## src/rtl/pxr_pkg.sv

```systemverilog
package pxr_pkg;
   localparam int unsigned GRP_N   = 4;
   localparam int unsigned OBJ_N   = 4;
   localparam int unsigned ROW_N   = 16;
   localparam int unsigned GRP_SA  = 0;
   localparam int unsigned GRP_SB  = 1;
   localparam int unsigned GRP_FA  = 2;
   localparam int unsigned GRP_FB  = 3;
   localparam int unsigned WA_SPR0 = 0;
   localparam int unsigned WA_PF0  = 4;
   localparam int unsigned WA_BKG  = 8;
   localparam int unsigned WA_PRIO = 9;
   localparam int unsigned PR_W    = 6;
   localparam int unsigned PR_MERGE = 4;
   localparam int unsigned PR_BLEND = 5;
   typedef logic [PR_W-1:0] prio_t;
endpackage

```

## src/rtl/pxr_regs.sv

```systemverilog
module pxr_regs
   import pxr_pkg::*;
#(
   parameter int unsigned CW = 8,
   parameter int unsigned AW = 4
) (
   input  logic                         clk,
   input  logic                         rst_n,
   input  logic                         wr_en,
   input  logic [AW-1:0]                wr_addr,
   input  logic [CW-1:0]                wr_data,
   output logic [OBJ_N-1:0][CW-1:0]     spr_col,
   output logic [OBJ_N-1:0][CW-1:0]     pf_col,
   output logic [CW-1:0]                bk_col,
   output prio_t                        prio
);
   logic [CW-1:1] bk_q;

   for (genvar i = 0; i < OBJ_N; i++) begin : g_col
      logic [CW-1:1] spr_q;
      logic [CW-1:1] pf_q;
      always_ff @(posedge clk) begin
         if (!rst_n) begin
            spr_q <= '0;
            pf_q  <= '0;
         end else if (wr_en) begin
            if (wr_addr == AW'(WA_SPR0 + i)) spr_q <= wr_data[CW-1:1];
            if (wr_addr == AW'(WA_PF0 + i))  pf_q  <= wr_data[CW-1:1];
         end
      end
      assign spr_col[i] = {spr_q, 1'b0};
      assign pf_col[i]  = {pf_q, 1'b0};
   end

   always_ff @(posedge clk) begin
      if (!rst_n) begin
         bk_q <= '0;
         prio <= '0;
      end else if (wr_en) begin
         if (wr_addr == AW'(WA_BKG))  bk_q <= wr_data[CW-1:1];
         if (wr_addr == AW'(WA_PRIO)) prio <= wr_data[PR_W-1:0];
      end
   end
   assign bk_col = {bk_q, 1'b0};
endmodule

```

## src/rtl/pxr_resolve.sv

```systemverilog
module pxr_resolve
   import pxr_pkg::*;
#(
   parameter int unsigned CW = 8
) (
   input  logic                     clk,
   input  logic                     rst_n,
   input  logic [OBJ_N-1:0][CW-1:0] spr_col,
   input  logic [OBJ_N-1:0][CW-1:0] pf_col,
   input  logic [CW-1:0]            bk_col,
   input  prio_t                    prio,
   input  logic [OBJ_N-1:0]         spr_in,
   input  logic [OBJ_N-1:0]         msl_in,
   input  logic [OBJ_N-1:0]         pf_in,
   output logic [CW-1:0]            pix_out
);
   logic [OBJ_N-1:0]            spr_eff;
   logic [OBJ_N-1:0]            pf_eff;
   logic [GRP_N-1:0]            act;
   logic [GRP_N-1:0][CW-1:0]    gcol;
   logic [1:0][1:0]             s_over;
   logic [1:0][1:0]             f_over;
   logic [GRP_N-1:0][GRP_N-1:0] beats;
   logic [GRP_N-1:0]            win;
   logic                        black;
   logic [CW-1:0]               nxt;
   logic [3:0]                  ord;

   assign ord = prio[3:0];

   // missiles either follow their own sprite or merge into playfield 3
   always_comb begin
      for (int i = 0; i < OBJ_N; i++)
         spr_eff[i] = spr_in[i] | (msl_in[i] & ~prio[PR_MERGE]);
      pf_eff = pf_in;
      pf_eff[OBJ_N-1] = pf_in[OBJ_N-1] | (prio[PR_MERGE] & (|msl_in));
   end

   for (genvar k = 0; k < 2; k++) begin : g_pair
      logic lo, hi;
      assign lo = spr_eff[2*k];
      assign hi = spr_eff[2*k+1];
      assign act[k]     = lo | hi;
      assign act[2 + k] = pf_eff[2*k] | pf_eff[2*k+1];
      always_comb begin
         if (lo && hi && prio[PR_BLEND]) gcol[k] = spr_col[2*k] | spr_col[2*k+1];
         else if (lo)                    gcol[k] = spr_col[2*k];
         else                            gcol[k] = spr_col[2*k+1];
         gcol[2 + k] = pf_eff[2*k] ? pf_col[2*k] : pf_col[2*k+1];
      end
   end

   // per order bit: which side of each sprite/playfield pair is in front
   always_comb begin
      s_over[0][0] = ord[0] | ord[1];
      s_over[0][1] = ord[0] | ord[1] | ord[3];
      s_over[1][0] = ord[0];
      s_over[1][1] = ord[0] | ord[3];
      f_over[0][0] = ord[2] | ord[3];
      f_over[0][1] = ord[2];
      f_over[1][0] = ord[1] | ord[2] | ord[3];
      f_over[1][1] = ord[1] | ord[2];
   end

   always_comb begin
      beats = '0;
      beats[GRP_SA][GRP_SB] = 1'b1;
      beats[GRP_FA][GRP_FB] = 1'b1;
      black = 1'b0;
      for (int p = 0; p < 2; p++) begin
         for (int f = 0; f < 2; f++) begin
            beats[p][2+f] = ~f_over[p][f];
            beats[2+f][p] = f_over[p][f] & ~s_over[p][f];
            black = black | (act[p] & act[2+f] & s_over[p][f] & f_over[p][f]);
         end
      end
   end

   always_comb begin
      for (int g = 0; g < GRP_N; g++) begin
         win[g] = act[g];
         for (int h = 0; h < GRP_N; h++)
            if (h != g) win[g] = win[g] & (~act[h] | beats[g][h]);
      end
   end

   always_comb begin
      nxt = bk_col;
      for (int g = GRP_N - 1; g >= 0; g--)
         if (win[g]) nxt = gcol[g];
      if (black) nxt = '0;
   end

   always_ff @(posedge clk) begin
      if (!rst_n) pix_out <= '0;
      else        pix_out <= nxt;
   end
endmodule

```

## src/rtl/pxr_hits.sv

```systemverilog
module pxr_hits
   import pxr_pkg::*;
#(
   parameter int unsigned CW = 8,
   parameter int unsigned AW = 4
) (
   input  logic                      clk,
   input  logic                      rst_n,
   input  logic                      clr_hit,
   input  logic [OBJ_N-1:0]          spr_in,
   input  logic [OBJ_N-1:0]          msl_in,
   input  logic [OBJ_N-1:0]          pf_in,
   input  logic [AW-1:0]             rd_addr,
   output logic [CW-1:0]             rd_data,
   output logic [ROW_N-1:0][OBJ_N-1:0] hit_q
);
   logic [ROW_N-1:0][OBJ_N-1:0] hit_set;

   for (genvar i = 0; i < OBJ_N; i++) begin : g_row
      for (genvar j = 0; j < OBJ_N; j++) begin : g_col
         assign hit_set[0*OBJ_N + i][j] = msl_in[i] & pf_in[j];
         assign hit_set[1*OBJ_N + i][j] = spr_in[i] & pf_in[j];
         assign hit_set[2*OBJ_N + i][j] = msl_in[i] & spr_in[j];
         if (i == j) begin : g_diag
            assign hit_set[3*OBJ_N + i][j] = 1'b0;
         end else begin : g_off
            assign hit_set[3*OBJ_N + i][j] = spr_in[i] & spr_in[j];
         end
      end
   end

   always_ff @(posedge clk) begin
      if (!rst_n || clr_hit) hit_q <= '0;
      else                   hit_q <= hit_q | hit_set;
   end

   assign rd_data = {{(CW-OBJ_N){1'b0}}, hit_q[rd_addr]};
endmodule

```

## src/rtl/pix_prio_resolver.sv

```systemverilog
module pix_prio_resolver
   import pxr_pkg::*;
#(
   parameter int unsigned CW    = 8,
   parameter int unsigned AW    = 4,
   parameter int unsigned NOBJ  = 4
) (
   input  logic            clk,
   input  logic            rst_n,
   input  logic            wr_en,
   input  logic [AW-1:0]   wr_addr,
   input  logic [CW-1:0]   wr_data,
   input  logic            clr_hit,
   input  logic [AW-1:0]   rd_addr,
   output logic [CW-1:0]   rd_data,
   input  logic [NOBJ-1:0] spr_in,
   input  logic [NOBJ-1:0] msl_in,
   input  logic [NOBJ-1:0] pf_in,
   output logic [CW-1:0]   pix_out
);
   localparam int unsigned ROWS = 4 * NOBJ;

   if (NOBJ != OBJ_N) begin : g_bad_nobj
      $error("pix_prio_resolver: NOBJ must be 4");
   end
   if (CW < PR_W) begin : g_bad_cw
      $error("pix_prio_resolver: CW must hold the priority field");
   end
   if ((1 << AW) < ROWS) begin : g_bad_aw
      $error("pix_prio_resolver: AW too narrow for the collision rows");
   end

   logic [OBJ_N-1:0][CW-1:0]     spr_col;
   logic [OBJ_N-1:0][CW-1:0]     pf_col;
   logic [CW-1:0]                bk_col;
   prio_t                        prio;
   logic [ROW_N-1:0][OBJ_N-1:0]  hit_q;

   pxr_regs #(.CW(CW), .AW(AW)) u_regs (
      .clk(clk), .rst_n(rst_n), .wr_en(wr_en), .wr_addr(wr_addr),
      .wr_data(wr_data), .spr_col(spr_col), .pf_col(pf_col),
      .bk_col(bk_col), .prio(prio)
   );

   pxr_resolve #(.CW(CW)) u_res (
      .clk(clk), .rst_n(rst_n), .spr_col(spr_col), .pf_col(pf_col),
      .bk_col(bk_col), .prio(prio), .spr_in(spr_in), .msl_in(msl_in),
      .pf_in(pf_in), .pix_out(pix_out)
   );

   pxr_hits #(.CW(CW), .AW(AW)) u_hits (
      .clk(clk), .rst_n(rst_n), .clr_hit(clr_hit), .spr_in(spr_in),
      .msl_in(msl_in), .pf_in(pf_in), .rd_addr(rd_addr),
      .rd_data(rd_data), .hit_q(hit_q)
   );
endmodule

```

## config.mk

```make
export PLATFORM = sky130hd
export DESIGN_NAME = pix_prio_resolver
export DESIGN_NICKNAME = d
export VERILOG_FILES = /design/src/rtl/pxr_pkg.sv /design/src/rtl/pxr_regs.sv /design/src/rtl/pxr_resolve.sv /design/src/rtl/pxr_hits.sv /design/src/rtl/pix_prio_resolver.sv
export SDC_FILE = /design/constraint.sdc
export NUM_CORES = 1
export LEC_CHECK = 0
export BUFFER_PORTS_ARGS = -buffer_cell sky130_fd_sc_hd__buf_4
export CORE_MARGIN = 4
export CORE_UTILIZATION = 60
export DETAILED_ROUTE_END_ITERATION = 10
export PLACE_DENSITY = 0.79
export SLEW_MARGIN = 20
export SYNTH_ARGS = -nofsm -noshare
export SYNTH_HDL_FRONTEND = slang
export SYNTH_HIERARCHICAL = 1
export SYNTH_SLANG_ARGS = --single-unit
export TNS_END_PERCENT = 1
```

## constraint.sdc

```tcl
create_clock -name clk -period 2.8 [get_ports clk]
set_input_delay 0.56 -clock clk [delete_from_list [all_inputs] [get_ports clk]]
set_output_delay 0.56 -clock clk [all_outputs]
set_load 0.02 [all_outputs]
```

==> impl_metrics.yaml <==
status:
  status: "finished clean"
cts:
  postCtsHoldBufs: 0
  htree_levels: 4
  worstSkewPairLatency_ns: 0.52
  ctsResizeCount: 0
  cts_tree: "done"
  clock-sinks: 137
  cts_buffers: 17
  cts.clk_slew.worst_paths_ns: 0.06
  postCtsSetupBuffers: 0
  root_buffer: "clkbuf_8"
  cts_buffer_depth: 2
sta:
  drv_slew: 0
  hold_viol: 0
  period_share_pct: 91.9
  setup-violations-final: 0
  tns_ns: 0
  finalClockSkew_ns: 0.00564
  maxSlewHeadroom_pct: 48.1
  rsz0062_at_grt: "false"
  layout_min_cycle_time_ns: 2.57
  worstMarginPinSlew_ns: 0.776
  max_freq_mhz: 389
worst_setup_path:
  crit_path_top_delay_cell: "mux4_1"
  cp_max_fo: 2
  endpoint_kind: "output pin"
  setup.worst_path.start: "u_hits/hit_q[18]"
  r2r_cells: 5
  crit_arrival_ns: 2.01
  slowest_delay_ns: 0.52
  timing_worst_setup_path_type: "flip-flop to output pin"
  endpoint: "rd_data[2]"
  crit_chain: "mux4_1 -> mux4_2 -> buf_4"
  reg2reg_setup_slack_ns: 0.63
  path_depth: 3
  required_ns: 2.24
  reg2reg_to: "u_res/pix_out[3]"
  cp-start-kind: "flip-flop"
  rr_startpoint: "u_regs/prio[2]"
  critical_path_buf_inv_count: 1
  path_delay_family: "multiplexers"
power:
  p_leak_uw: 0.00283
  peakVddDrop_mv: 0.466
  power.density_nw_per_um2: 657
floorplan:
  die_area_um2: 12500
  coreArea_um2: 10400
  die_w_um: 112
  die_y_um: 112
  start_util_pct: 61.9
  rows: 37
  ioPinCount: 48
synth:
  syn_area_um2: 6450
  yosysWarnings: 6
  syn_inst: 689
  avgSynthCellArea_um2: 9.36
run:
  maxCapViolCount: 0
grt:
  antenna_found_initial: 0
  grt_pass1_wl_mm: 26.8
  grt_pass1_vias: 5218
  gr-total-overflow: 0
  grt_max_degree: 61
  gr-usage-all-layers_pct: 27.0
detailed_routing:
  vias_per_cell: 6.40
  ant_nets: 0
  vias: 5422
  wl_per_cell_um: 19.8
  drtIter0Drc: 906
  drc_errors: 0
  routed_wl_mm: 16.8
  firstDrtPassIters: 8
finish:
  areaGrowthSynthToFinish_pct: 12.2
  stdcell_area_um2: 7230
  stdcell_count: 847
  layout_common_cells: "dfxtp_1 (137), nand2_1 (89), mux2i_1 (83)"
  layout_commonest_cell: "dfxtp_1"
  drive_above_1_share_pct: 14.9
  fin_nets: 731
  n_antenna_cell: 0
place:
  place_hpwl_mm: 11.0
  place_area_um2: 6620
  port_buffers: 43
  routabilityCongestion: 0.895
  dp_cells: 816
min_path:
  hold_class: "primary input to flip-flop"
-- routing by layer --
metal / global-route usage, % / part of all wire, %
met1: 33.1 / 40
met2: 45.0 / 48
met3: 6.47 / 7.6
met4: 12.1 / 3.5
met5: 0 / 0
-- worst reg2reg max path, cell delays in order, from the launching register on --
cell and delay [ns]:
dfxtp_1 0.49, nor4b_4 0.52, a221oi_1 0.19, a211oi_1 0.28
o2111ai_1 0.23, a311oi_1 0.35
-- metrics by stage --
stage	setup slack, ns	total power [uW]	hold slack (ns)	util, %
2_1_floorplan	0.492	2360	0.428	-
3_3_place_gp	0.343	2450	0.439	63.6
3_5_place_dp	0.305	2470	0.449	63.6
4_1_cts	0.205	4770	0.295	69.4
5_1_grt	0.183	4910	0.297	69.4
6_report	0.226	4750	0.314	69.4
-- registers in the layout (all words and copies together) (netlist names) --
signal and cells:
u_hits/hit_q 60, u_regs/bk_q 7, u_regs/g_col.pf_q 28, u_regs/g_col.spr_q 28, u_regs/prio 6, u_res/pix_out 8
-- area by class of cell --
type / count / area [um^2]
clock buffers: 24 / 470
clock inverters: 7 / 139
fillers: 821 / 3190
inverters: 4 / 15.0
multi-input cells: 489 / 3320
flip-flops and latches: 137 / 2740
well taps: 136 / 170
repair buffers: 50 / 375
-- power breakdown --
part           total, uW  internal, uW  switching (uW)
Sequential          2030          2000            28.2
Clock               2310          1510             798
Combinational        414           150             264
Total               4750          3660            1090
-- worst min path at each step --
stage                               endpoint                startpoint  slack, ns  depth (start not counted)
floorplan                   u_hits/hit_q[18]          u_hits/hit_q[18]       0.43                          2
global placement    u_regs/g_col[3].spr_q[6]  u_regs/g_col[3].spr_q[6]       0.44                          2
detailed placement  u_regs/g_col[3].spr_q[7]  u_regs/g_col[3].spr_q[7]       0.45                          2
CTS                           u_regs/prio[0]                wr_data[0]       0.29                          3
global route                  u_regs/prio[0]                wr_data[0]       0.30                          3
finish                        u_regs/prio[0]                wr_data[0]       0.31                          3
Note: power is estimated with default switching activity, not from simulation.
